--- src/rtl/dma_evt_irq_pkg.sv ---
package dma_evt_irq_pkg;
  localparam int NUM_EVT   = 8;
  localparam int NRES      = NUM_EVT + 1;
  localparam int ABORT_IDX = NUM_EVT;
  localparam int NUM_CH    = 4;
  localparam int IDXW      = $clog2(NRES);
  localparam int CHW       = (NUM_CH > 1) ? $clog2(NUM_CH) : 1;

  typedef struct packed {
    logic [NRES-1:0] setEvt;
    logic [NRES-1:0] setIrq;
    logic [NRES-1:0] clrIrq;
    logic            waitReq;
    logic [CHW-1:0]  waitCh;
    logic [IDXW-1:0] waitIdx;
  } evtCmd_t;
endpackage

--- src/rtl/dma_evt_irq_ctl.sv ---
module dma_evt_irq_ctl
  import dma_evt_irq_pkg::*;
(
  input  logic            clk,
  input  logic            rstN,
  input  logic            sigValid,
  input  logic [IDXW-1:0] sigIdx,
  input  logic            faultSig,
  input  logic            clrValid,
  input  logic [IDXW-1:0] clrIdx,
  input  logic            waitValid,
  input  logic [CHW-1:0]  waitCh,
  input  logic [IDXW-1:0] waitIdx,
  input  logic            enWe,
  input  logic [NRES-1:0] enData,
  output evtCmd_t         cmd,
  output logic            badArg
);
  logic [NRES-1:0] modeReg;
  logic [NRES-1:0] sigHot;
  logic [NRES-1:0] clrHot;

  // numbered resources come from software; the abort slot only from the fault strobe
  for (genvar g = 0; g < NRES; g++) begin : g_hot
    if (g < NUM_EVT) begin : g_num
      assign sigHot[g] = sigValid && (sigIdx == IDXW'(g));
    end else begin : g_abort
      assign sigHot[g] = faultSig;
    end
    assign clrHot[g] = clrValid && (clrIdx == IDXW'(g));
  end

  always_comb begin
    cmd.setEvt  = sigHot & ~modeReg;
    cmd.setIrq  = sigHot & modeReg;
    cmd.clrIrq  = clrHot & modeReg;
    cmd.waitReq = waitValid && (waitIdx < IDXW'(NRES));
    cmd.waitCh  = waitCh;
    cmd.waitIdx = waitIdx;
  end

  always_ff @(posedge clk) begin
    if (!rstN) begin
      modeReg <= '0;
      badArg  <= 1'b0;
    end else begin
      if (enWe) modeReg <= enData;
      badArg <= sigValid && (sigIdx >= IDXW'(NUM_EVT));
    end
  end

  // a rejected software index raises nothing
  p_reject_idx_r8: assert property (@(posedge clk) disable iff (!rstN)
    (sigValid && (sigIdx >= IDXW'(NUM_EVT)) && !faultSig)
      |-> (cmd.setEvt == '0 && cmd.setIrq == '0));
endmodule

--- src/rtl/dma_evt_irq_dp.sv ---
module dma_evt_irq_dp
  import dma_evt_irq_pkg::*;
(
  input  logic              clk,
  input  logic              rstN,
  input  evtCmd_t           cmd,
  output logic [NRES-1:0]   evtQ,
  output logic [NRES-1:0]   irqQ,
  output logic [NUM_CH-1:0] chanWaiting
);
  logic [NUM_CH-1:0]           waiting;
  logic [NUM_CH-1:0][IDXW-1:0] wIdx;
  logic [NRES-1:0]             waitMask;
  logic [NRES-1:0]             release_;
  logic [NRES-1:0]             consume;
  logic                        chBusy;
  logic                        evtHit;

  always_comb begin
    waitMask = '0;
    for (int n = 0; n < NRES; n++)
      for (int c = 0; c < NUM_CH; c++)
        if (waiting[c] && wIdx[c] == IDXW'(n)) waitMask[n] = 1'b1;
  end

  assign release_ = evtQ & waitMask;
  assign chBusy   = waiting[cmd.waitCh];
  assign evtHit   = cmd.waitReq && evtQ[cmd.waitIdx];

  always_comb begin
    consume = '0;
    for (int n = 0; n < NRES; n++)
      if (evtHit && !chBusy && cmd.waitIdx == IDXW'(n)) consume[n] = 1'b1;
  end

  always_ff @(posedge clk) begin
    if (!rstN) begin
      evtQ    <= '0;
      irqQ    <= '0;
      waiting <= '0;
      wIdx    <= '0;
    end else begin
      evtQ <= (evtQ & ~(release_ | consume)) | cmd.setEvt;
      irqQ <= (irqQ & ~cmd.clrIrq) | cmd.setIrq;
      for (int c = 0; c < NUM_CH; c++) begin
        if (waiting[c] && evtQ[wIdx[c]]) begin
          waiting[c] <= 1'b0;
        end else if (cmd.waitReq && cmd.waitCh == CHW'(c) && !waiting[c] && !evtHit) begin
          waiting[c] <= 1'b1;
          wIdx[c]    <= cmd.waitIdx;
        end
      end
    end
  end

  assign chanWaiting = waiting;

  for (genvar g = 0; g < NRES; g++) begin : g_res_chk
    // an interrupt-mode signal raises the line
    p_irq_raise_r3: assert property (@(posedge clk) disable iff (!rstN)
      cmd.setIrq[g] |=> irqQ[g]);
    // a line only falls after an accepted clear
    p_irq_sticky_r4: assert property (@(posedge clk) disable iff (!rstN)
      $fell(irqQ[g]) |-> $past(cmd.clrIrq[g]));
    // an event only drops because a wait consumed it
    p_evt_drop_r7: assert property (@(posedge clk) disable iff (!rstN)
      $fell(evtQ[g]) |-> $past(waitMask[g] || (cmd.waitReq && cmd.waitIdx == IDXW'(g))));
    // an event-mode signal always leaves the event set
    p_sig_wins_r9: assert property (@(posedge clk) disable iff (!rstN)
      cmd.setEvt[g] |=> evtQ[g]);
  end

  for (genvar c = 0; c < NUM_CH; c++) begin : g_ch_chk
    // a parked thread leaves on the edge after its event is active
    p_release_r6: assert property (@(posedge clk) disable iff (!rstN)
      (waiting[c] && evtQ[wIdx[c]]) |=> !waiting[c]);
  end
endmodule

--- src/rtl/dma_evt_irq_ctrl.sv ---
module dma_evt_irq_ctrl
  import dma_evt_irq_pkg::*;
(
  input  logic              clk,
  input  logic              rstN,
  input  logic              sigValid,
  input  logic [IDXW-1:0]   sigIdx,
  input  logic              faultSig,
  input  logic              clrValid,
  input  logic [IDXW-1:0]   clrIdx,
  input  logic              waitValid,
  input  logic [CHW-1:0]    waitCh,
  input  logic [IDXW-1:0]   waitIdx,
  input  logic              enWe,
  input  logic [NRES-1:0]   enData,
  output logic [NRES-1:0]   irq,
  output logic [NRES-1:0]   rawStat,
  output logic [NUM_CH-1:0] chanWaiting,
  output logic              badArg
);
  evtCmd_t         cmd;
  logic [NRES-1:0] evtQ;
  logic [NRES-1:0] irqQ;

  dma_evt_irq_ctl i_ctl (
    .clk(clk), .rstN(rstN), .sigValid(sigValid), .sigIdx(sigIdx),
    .faultSig(faultSig), .clrValid(clrValid), .clrIdx(clrIdx),
    .waitValid(waitValid), .waitCh(waitCh), .waitIdx(waitIdx),
    .enWe(enWe), .enData(enData), .cmd(cmd), .badArg(badArg)
  );

  dma_evt_irq_dp i_dp (
    .clk(clk), .rstN(rstN), .cmd(cmd),
    .evtQ(evtQ), .irqQ(irqQ), .chanWaiting(chanWaiting)
  );

  assign irq     = irqQ;
  assign rawStat = evtQ | irqQ;
endmodule

--- config.mk ---
export PLATFORM = sky130hd
export DESIGN_NAME = dma_evt_irq_ctrl
export DESIGN_NICKNAME = d
export VERILOG_FILES = /design/src/rtl/dma_evt_irq_pkg.sv /design/src/rtl/dma_evt_irq_ctl.sv /design/src/rtl/dma_evt_irq_dp.sv /design/src/rtl/dma_evt_irq_ctrl.sv
export SDC_FILE = /design/constraint.sdc
export NUM_CORES = 1
export LEC_CHECK = 0
export BUFFER_PORTS_ARGS = -buffer_cell sky130_fd_sc_hd__buf_2
export CAP_MARGIN = 20
export CORE_MARGIN = 3
export CORE_UTILIZATION = 51
export CTS_CLUSTER_SIZE = 28
export DETAILED_ROUTE_END_ITERATION = 10
export GPL_ROUTABILITY_DRIVEN = 0
export PLACE_DENSITY = 0.73
export SYNTH_ARGS = -nofsm -noshare
export SYNTH_HDL_FRONTEND = slang
export SYNTH_SLANG_ARGS = --single-unit
--- constraint.sdc ---
create_clock -name clk -period 1.8 [get_ports clk]
set_clock_uncertainty 0.05 [all_clocks]
set_input_delay 0.18 -clock clk [delete_from_list [all_inputs] [get_ports clk]]
set_output_delay 0.18 -clock clk [all_outputs]
set_load 0.01 [all_outputs]
* Yosys cells after proc, flatten, opt, wreduce, memory -nomap -nowiden
Cells that the tools add are included.
** Storage, ports and cells
- Register bits :: 48
- Latch bits :: 0
- Bits in writable memories :: 0
- Memory bits (read-only) :: 0
- Logic and storage cells :: 257
- Memories :: 0
** Cells by class
- $add $sub $neg :: 0
- $mul :: 0
- Divide/modulo/power cells :: 0
- Magnitude comparators :: 8
- Equal/unequal tests :: 58
- Shift-type cells :: 0
- Muxes and demuxes :: 57
- Bitwise gates (word level) :: 18
- Reduce and logical (&&, ||, !) cells :: 104
** Operators by type and width (number)
- 4-bit by 3-bit == test with 1-bit output (second input constant) :: 28
- 1-bit logical AND :: 82
- 4-bit by 2-bit == test with 1-bit output (second input constant) :: 14
- 9-bit AND :: 6
- 1-bit two-way mux :: 51
- 9-bit bitwise OR :: 4
- 4-bit by 1-bit == test with 1-bit output (second input constant) :: 7
- 4-bit logical NOT :: 7
- 9-bit inverter :: 3
- 4-bit by 5-bit < comparator with 1-bit output (second input constant) :: 5
- 4-bit == test (second input constant) :: 6
- 1-bit binary-select mux with 4-bit select :: 5
- 2-bit AND reduction :: 4
- 2-bit OR reduction :: 4
- 1-bit logical NOT :: 6
- 1-bit inverter :: 5
- 2-bit == test (second input constant) :: 2
- 4-bit greater-or-equal comparator (second input constant) :: 1
- 4-bit < comparator (second input constant) :: 1
- 2-bit by 3-bit < comparator with 1-bit output (second input constant) :: 1
- 1-bit binary-select mux with 2-bit select :: 1
- 2-bit by 1-bit == test with 1-bit output (second input constant) :: 1
- 2-bit logical NOT :: 1

* Depth between registers and ports, before layout
Gate-level depths: netlist of run 1.
- Depth after elaboration :: 11
- Depth in mapped cells :: 6
- Mapped depth without buffers :: 4

* Modules after synthesis
From an unflattened synthesis of run 1, not the netlist that was laid out.
** Unflattened totals
- Cell total of the unflattened synthesis :: 344
- Area total of the unflattened synthesis :: 3026.7 µm²
** By module, submodules not included
- dma_evt_irq_dp :: instances 1, cells an instance 252, area each 2263.4 µm²
- dma_evt_irq_ctl :: instances 1, cells an instance 83, area each 706.9 µm²
- dma_evt_irq_ctrl :: instances 1, cells an instance 9, area each 56.3 µm²

* Least setup slack after synthesis of run 1
No wires, ideal clock.
- Path type :: reg-to-reg
- Start :: reg i_dp.waiting[3] (netlist: i_dp.chanWaiting[3])
- End :: reg i_dp.evtQ[0]
- Arrival :: 1.456 ns
- Required time :: 1.625 ns
- Setup slack :: 0.169 ns
- Stages on the path, launching flop included :: 5
- Buffers on the path :: 0
- Period minus slack after synthesis :: 1.631 ns
- Cell sequence :: dfxtp_1 mux4_2 nand3b_1 nor4b_1 a21oi_1
** On the way
- Cells in the longest elaborated chain, start to end :: 10
** Ends and longest elaborated chain
- from (decl) :: line dma_evt_irq_dp.sv:11 : logic [NUM_CH-1:0] waiting;
- from (signal assigned) :: line dma_evt_irq_dp.sv:40 : waiting <= '0;
- from (signal, indexed assignment) :: line dma_evt_irq_dp.sv:47 : waiting[c] <= 1'b0;
- from (signal, indexed assignment) :: line dma_evt_irq_dp.sv:49 : waiting[c] <= 1'b1;
- 1-bit binary-select mux with 2-bit select :: line dma_evt_irq_dp.sv:27 : assign chBusy = waiting[cmd.waitCh];
- 1-bit two-way mux (implied by the code) :: line dma_evt_irq_dp.sv:27
- 1-bit logical NOT :: line dma_evt_irq_dp.sv:33 : if (evtHit && !chBusy && cmd.waitIdx == IDXW'(n)) consume[n] = 1'b1;
- 1-bit logical AND (2 in a row) :: line dma_evt_irq_dp.sv:33
- 1-bit two-way mux :: line dma_evt_irq_dp.sv:33
- 9-bit bitwise OR (*) :: line dma_evt_irq_dp.sv:43 : evtQ <= (evtQ & ~(release_ | consume)) | cmd.setEvt;
- 9-bit inverter (*) :: line dma_evt_irq_dp.sv:43
- 9-bit AND (*) :: line dma_evt_irq_dp.sv:43
- 9-bit bitwise OR (*) :: line dma_evt_irq_dp.sv:43
- to (signal assigned) :: line dma_evt_irq_dp.sv:43
- to (decl) :: line dma_evt_irq_dp.sv:7 : output logic [NRES-1:0] evtQ,
Mark *: on every way between the ends. The rest lies on a longest branch, timed or not. The select of a mux whose other input is x is not followed.
A chain may end at the register's enable or synchronous reset.

* Final worst setup path of run 1
- Start :: reg i_dp.evtQ[6]
- End :: reg i_dp.wIdx[4] (netlist name)
** On the way
- Cells in the longest elaborated chain, start to end :: 6
** Ends and longest elaborated chain
- 1-bit binary-select mux with 4-bit select :: line dma_evt_irq_dp.sv:28 : assign evtHit = cmd.waitReq && evtQ[cmd.waitIdx];
- 1-bit two-way mux (implied by the code) :: line dma_evt_irq_dp.sv:28
- 1-bit logical AND :: line dma_evt_irq_dp.sv:28
- 1-bit logical NOT :: line dma_evt_irq_dp.sv:48 : end else if (cmd.waitReq && cmd.waitCh == CHW'(c) && !waiting[c] && !evtHit) begin
- 1-bit logical AND :: line dma_evt_irq_dp.sv:48
- 2-bit AND reduction (no line) (*)
- to (signal, indexed assignment) :: line dma_evt_irq_dp.sv:50 : wIdx[c] <= cmd.waitIdx;
- to (decl) :: line dma_evt_irq_dp.sv:12 : logic [NUM_CH-1:0][IDXW-1:0] wIdx;
Marked as above.

==> flow_summary_export.csv, run 1 <==
group,metric,value,unit
cts,cts.sinks,48,
synth,yosysUniqueCellTypes,55,
route,finalWirelength,8990,µm
worst_setup_path,arrival,1.93,ns
placement,place_hpwl,7060,µm
synth,netlist_instances,354,
sta,slew_viol_final,0,
worst_setup_path,crit_path_start_kind,"register",
cts,cts.path.max_buffers,2,
synth,yosys_register_bits,48,
sta,whs,0.0748,ns
global_routing,antenna_found_initial,0,
cells_and_area,syn_to_final_growth,17.2,%
placement,numPortBuffers,52,
global_routing,grt_pass1_wl,14200,µm
cells_and_area,nFillCells,513,
synth,synth_common_cells,"52 x nand2_1, 48 x dfxtp_1, 31 x mux2i_1",
sta,rsz0062_at_grt,"yes",
cells_and_area,multi_input_area,1940,µm²
route,vias,3041,
route,detail-route-antenna-nets,0,
cells_and_area,diodes,0,
route,viasPerCell,6.23,
worst_setup_path,crit_type,"reg2reg",
synth,yosys_warnings,0,
synth,async_flop_share,0,
global_routing,gr-total-overflow,0,
route,drtIter0Drc,324,
cts,clk_latency,0.30,ns
synth,yosysSeqAreaShare,0.316,
synth,netlist_area,3040,µm²
cells_and_area,nets,445,
synth,synth_edf_count,0,
cells_and_area,drive_above_1_share,0.264,
synth,syn-mean-instance-area,8.59,µm²
route,wl_per_cell,18.4,µm
global_routing,grt.total_usage,0.255,
placement,placed_cells,479,
power_and_ir_drop,peakVddDrop,346,µV
flow_run,drv_cap,0,
sta,setup_viol,0,
cts,post_cts_resized,0,
sta,relSlewSlack,0.569,
die,num_rows,27,
sta,period_needed,1.75,ns
synth,synth_top_area_frac,0.316,
power_and_ir_drop,power_density,631,nW/µm²
cells_and_area,ff_latch_area,961,µm²
power_and_ir_drop,power_leakage,1.40,nW
global_routing,grt_max_degree,20,
die,die_h,83.2,µm
die,die_x,83.2,µm
sta,setup_tns,0,ns
synth,synth_top_flop_cell,"dfxtp_1",
worst_hold_path,min_path_type,"in2reg",
worst_setup_path,crit_path_end_kind,"register",
cts,htree_levels,2,
die,core-area,5640,µm²
die,io_pins,53,
placement,dp_slack,-0.0787,ns
sta,post-route-period-util,0.970,
cts,clk_pin_slew,0.09,ns
synth,yosys.area.top_type,"dfxtp_1",
route,drt_drc_violations_left,0,
outcome,status,"finished clean",
sta,fmax,572,MHz
route,firstDrtPassIters,6,
sta,worst_pin_slew,0.637,ns
synth,synth.most_common_cell,"nand2_1",
die,die_area,6920,µm²
cts,cts_buffers,5,
cts,cts_tree,"done",
global_routing,grt_pass1_vias,2806,
synth,syn_nets,384,
die,start_util,0.539,
cts,clockRootBuffer,"clkbuf_8",
cells_and_area,fin_cells,488,
synth,synth_area_leaders,"dfxtp_1 32%, mux2i_1 10%, nand2_1 6.4%",
sta,hold_viol_final,0,
sta,worst_slack,0.0531,ns
worst_setup_path,cp.required,1.99,ns
worst_setup_path,path_max_fanout,7,
where the power goes:
group          switching [mW]  internal (mW)  leakage, nW
combinational           0.188          0.147        0.955
sequential             0.0425           1.09        0.390
clock                   0.362          0.413       0.0552
final cells by class:
type,count,share of cell area
Tap cell,72,0.0253
Clock buffer,6,0.0204
Multi-Input combinational cell,276,0.545
Timing Repair Buffer,74,0.119
Sequential cell,48,0.270
Inverter,10,0.0105
Clock inverter,2,0.00983
registers in the layout, summed over array words and instances (netlist names):
| name | cells |
|---|---|
| i_dp.wIdx | 16 |
| i_ctl.modeReg | 9 |
| i_dp.evtQ | 9 |
| i_dp.irqQ | 9 |
| i_dp.chanWaiting | 4 |
| i_ctl.badArg | 1 |
final timing paths:
check | start | end | slack [ns] | depth (start not counted)
max | i_dp.evtQ[6] | i_dp.wIdx[4] | 0.05 | 4
max reg2reg | i_dp.evtQ[6] | i_dp.wIdx[4] | 0.05 | 4
min | enData[5] | i_ctl.modeReg[5] | 0.07 | 3
min reg2reg | i_dp.irqQ[8] | i_dp.irqQ[8] | 0.44 | 2
placed cells by master (no fill, tap or decap), drive strengths merged, types with 2 or more instances in the layout:
master    n
nor2     10
a211oi    2
nor3b     5
buf      74
o21ai     5
nor2b    19
and2b     2
a21boi    8
a21oi    18
mux4      6
nand4bb   2
nor3     14
or3b      3
nand2    52
nand3b    7
o31ai     6
mux2      2
o31a      4
nand4     2
nor4      7
a22oi     5
o22ai     3
mux2i    31
or2       9
inv      10
nand3    16
dfxtp    48
o311a     2
and3b     4
nor4b     3
a31oi    13
clkbuf    6
a32oi     4
worst max-delay path, cell delays in order, from the launching register on:
cell and delay [ns]:
dfxtp_1 0.43, mux2i_1 0.28, o22ai_4 0.15, nor3_2 0.53, mux2i_1 0.25
per-stage QoR:
step	utilization	power (mW)	cell area, µm²
6_report	0.631	2.25	3560
5_1_grt	0.631	2.33	3560
4_1_cts	0.630	2.25	3550
3_5_place_dp	0.611	1.49	3450
3_3_place_gp	0.611	1.48	3450
2_1_floorplan	-	1.35	3040
cells by family after synthesis:
| logic type | Yosys count | share of synthesized area |
|---|---|---|
| compound gates | 75 | 0.182 |
| buf+inv | 30 | 0.0457 |
| flops | 48 | 0.316 |
| mux | 39 | 0.156 |
| simple gates | 162 | 0.300 |
timing repair:
item | 4_1_cts | 5_1_grt
setup endpoints to repair | 0 | 13
hold buffers | 0 | 0
setup buffers | 0 | 1
routing by layer:
| metal | global-route usage | routed length, µm |
|---|---|---|
| met5 | 0 | 0 |
| met4 | 0.0773 | 154 |
| met3 | 0.0546 | 901 |
| met2 | 0.419 | 4300 |
| met1 | 0.335 | 3630 |
No activity file was read; power rests on OpenSTA's default activity.
==> inputs of run 2 (changes only) <==
--- a/config.mk
+++ b/config.mk
@@ -15,4 +15,5 @@
 export PLACE_DENSITY = 0.73
 export SYNTH_ARGS = -nofsm -noshare
 export SYNTH_HDL_FRONTEND = slang
+export SYNTH_HIERARCHICAL = 1
 export SYNTH_SLANG_ARGS = --single-unit
==> run 2 against run 1 <==
  * Worst setup slack improved by 0.048 ns
  * Fmax up 2.8%
  * Wire length shrank 6.2%
  * Clock-buffer cell count increased by 1
  * Cell count is 2.3% lower
  * Sequential cell count did not move
  * First-iteration DRC count is 15% higher
  * Power fell by 5.4%
  * Register-to-register slack improved by 0.05 ns
  * Cell area fell by 0.21%
  * Clock power fell by 14%
  * Die area is 0.42% lower
  * Critical path type unchanged
  * Critical endpoint is now i_dp/evtQ[0]
==> flow_summary_export.csv, run 2 <==
group,metric,value,unit
outcome,status,"finished clean",
cells_and_area,largest_register,"i_dp/wIdx",
die,num_rows,27,
global_routing,grt.total_usage,0.249,
route,wl_per_cell,17.7,µm
sta,worst_pin_slew,0.612,ns
worst_setup_path,path_cells,"or3b_2 -> o311a_1 -> a22oi_1 -> a21oi_1",
synth,yosys.area.top_type,"dfxtp_1",
route,firstDrtPassIters,5,
worst_setup_path,slowest_stage,"or3b_2",
synth,yosys_register_bits,48,
placement,place_hpwl,6410,µm
die,die_area,6890,µm²
global_routing,grt_pass1_wl,14300,µm
sta,setup_viol,0,
flow_run,drv_cap,0,
cells_and_area,final_cell_mix,"52 x buf_2, 47 x dfxtp_1, 32 x nand2_1",
synth,syn-mean-instance-area,8.80,µm²
route,detail-route-antenna-nets,0,
die,core-area,5610,µm²
power_and_ir_drop,switching_share,0.268,
sta,setup_tns,0,ns
cts,htree_levels,2,
cells_and_area,final_common_cell,"buf_2",
route,drt_drc_violations_left,0,
placement,place_area,3460,µm²
power_and_ir_drop,p_switching,570,µW
cts,cts_buffers,5,
cts,clockRootBuffer,"clkbuf_8",
cells_and_area,nets,434,
sta,slew_viol_final,0,
global_routing,gr-total-overflow,0,
cells_and_area,diodes,0,
synth,yosys_warnings,6,
synth,yosysUniqueCellTypes,52,
die,start_util,0.540,
cells_and_area,nFillCells,514,
sta,relSlewSlack,0.592,
synth,yosysSeqAreaShare,0.317,
synth,synth_top_area_frac,0.317,
die,die_x,83.0,µm
cells_and_area,drive_above_1_share,0.267,
global_routing,grt_pass1_vias,2835,
global_routing,grt_max_degree,36,
cells_and_area,ff_latch_area,962,µm²
power_and_ir_drop,power_density,598,nW/µm²
power_and_ir_drop,p_int,1.55,mW
sta,rsz0062_at_grt,"no",
synth,synth_top_flop_cell,"dfxtp_1",
cts,cts_tree,"done",
worst_hold_path,min_path_type,"in2reg",
sta,hold_viol_final,0,
cells_and_area,multi_input_area,1930,µm²
worst_setup_path,crit_path_end_kind,"register",
route,finalWirelength,8430,µm
worst_setup_path,crit_path_start_kind,"register",
worst_setup_path,path_buf_inv,0,
power_and_ir_drop,peakVddDrop,425,µV
route,drtIter0Drc,374,
synth,syn_nets,374,
worst_setup_path,critPathTopFamily,"compound AO/OA/AOI/OAI gates",
synth,async_flop_share,0,
cts,cts.path.max_buffers,2,
power_and_ir_drop,clkPwrFrac,0.312,
power_and_ir_drop,power_leakage,1.56,nW
route,viasPerCell,6.21,
synth,netlist_instances,344,
synth,synth_common_cells,"48 x dfxtp_1, 32 x nand2_1, 27 x mux2i_1, 27 x nor3_1, 22 x nor2b_1",
route,vias,2960,
synth,synth.most_common_cell,"dfxtp_1",
cells_and_area,syn_to_final_growth,17.4,%
cts,cts.sinks,48,
sta,period_needed,1.70,ns
global_routing,antenna_found_initial,0,
cells_and_area,final_area,3550,µm²
cells_and_area,largest_register_ffs,16,
power_and_ir_drop,sequentialPowerShare,0.535,
cts,clk_latency,0.29,ns
synth,synth_edf_count,0,
worst_setup_path,crit_type,"reg2reg",
sta,post-route-period-util,0.944,
worst_setup_path,slowest_delay,0.54,ns
cts,clk_pin_slew,0.09,ns
die,die_h,83.0,µm
sta,fmax,589,MHz
power_and_ir_drop,p_comb_frac,0.152,
placement,numPortBuffers,52,
synth,netlist_area,3030,µm²
worst_setup_path,path_max_fanout,5,
synth,synth_area_leaders,"dfxtp_1 32%, mux2i_1 8.9%, mux4_2 7.4%",
die,io_pins,53,
worst_setup_path,cp.required,1.93,ns
worst_setup_path,arrival,1.83,ns
cts,holdBufCountCts,0,
[run 2: cell count changes after synthesis, sizes merged, moves of 6 or more]
cell / change
o21a: +9
o21ai: +12
and3: +15
nand2: -20
a21boi: -6
a31oi: -10
nand3: -11
nand2b: +7
buf: +6
nor3: +13
a21oi: -9
[run 2: what timing repair did]
action | in CTS | in global routing
gates resized for setup | 0 | 1
setup buffers | 0 | 0
setup endpoints to repair | 0 | 2
[run 2: cells by family after synthesis]
kind of cell	count (synthesis)	synth area share
simple gates	172	0.343
compound gates	56	0.126
flops	48	0.317
mux	38	0.167
buf+inv	30	0.0463
[run 2: stage by stage]
step / utilization / hold WS (ns) / power (mW) / worst slack [ns] / instances
final: 0.634 / 0.0889 / 2.12 / 0.101 / 477
after global routing: 0.634 / 0.105 / 2.23 / 0.00895 / 477
after CTS: 0.634 / 0.0819 / 2.13 / 0.107 / 477
after detailed placement: 0.617 / 0.395 / 1.48 / 0.0501 / 469
after global placement: 0.617 / 0.384 / 1.47 / 0.0865 / 469
after floorplan: - / 0.258 / 1.35 / 0.146 / 344
[run 2: final timing paths]
check	from	cells past startpoint	slack, ns	end
worst max register to register	i_dp/chanWaiting[0]	4	0.10	i_dp/evtQ[0]
worst min register to register	i_dp/wIdx[11]	2	0.46	i_dp/wIdx[11]
worst min-delay path	enData[5]	3	0.09	i_ctl/modeReg[5]
worst max-delay path	i_dp/chanWaiting[0]	4	0.10	i_dp/evtQ[0]
[run 2: power by group through the flow]
stage          Combinational [mW]  Sequential, mW  Clock (mW)
3_5_place_dp                0.320            1.16           0
3_3_place_gp                0.312            1.16           0
4_1_cts                     0.321            1.14       0.678
5_1_grt                     0.355            1.14       0.733
6_report                    0.323            1.14       0.664
2_1_floorplan               0.205            1.14           0
[run 2: area by class of cell]
type	count	share of cell area
tap	72	0.0253
sequential	48	0.271
multi-input combinational	266	0.542
inverter	6	0.00634
clock inverter	1	0.00211
timing repair buffer	77	0.130
clock buffer	7	0.0243
[run 2: per-layer routing]
metal  share of wire  track usage  up-vias
met2            0.49        0.414      147
met1            0.40        0.319     1394
li1                -            -     1376
met3           0.074       0.0456       43
met4           0.041       0.0966        0
met5               0            0        -
[run 2: worst min-delay path, cell delays in order]
cell and delay [ns]:
buf_2 0.08, mux2i_1 0.05, nor2b_1 0.09
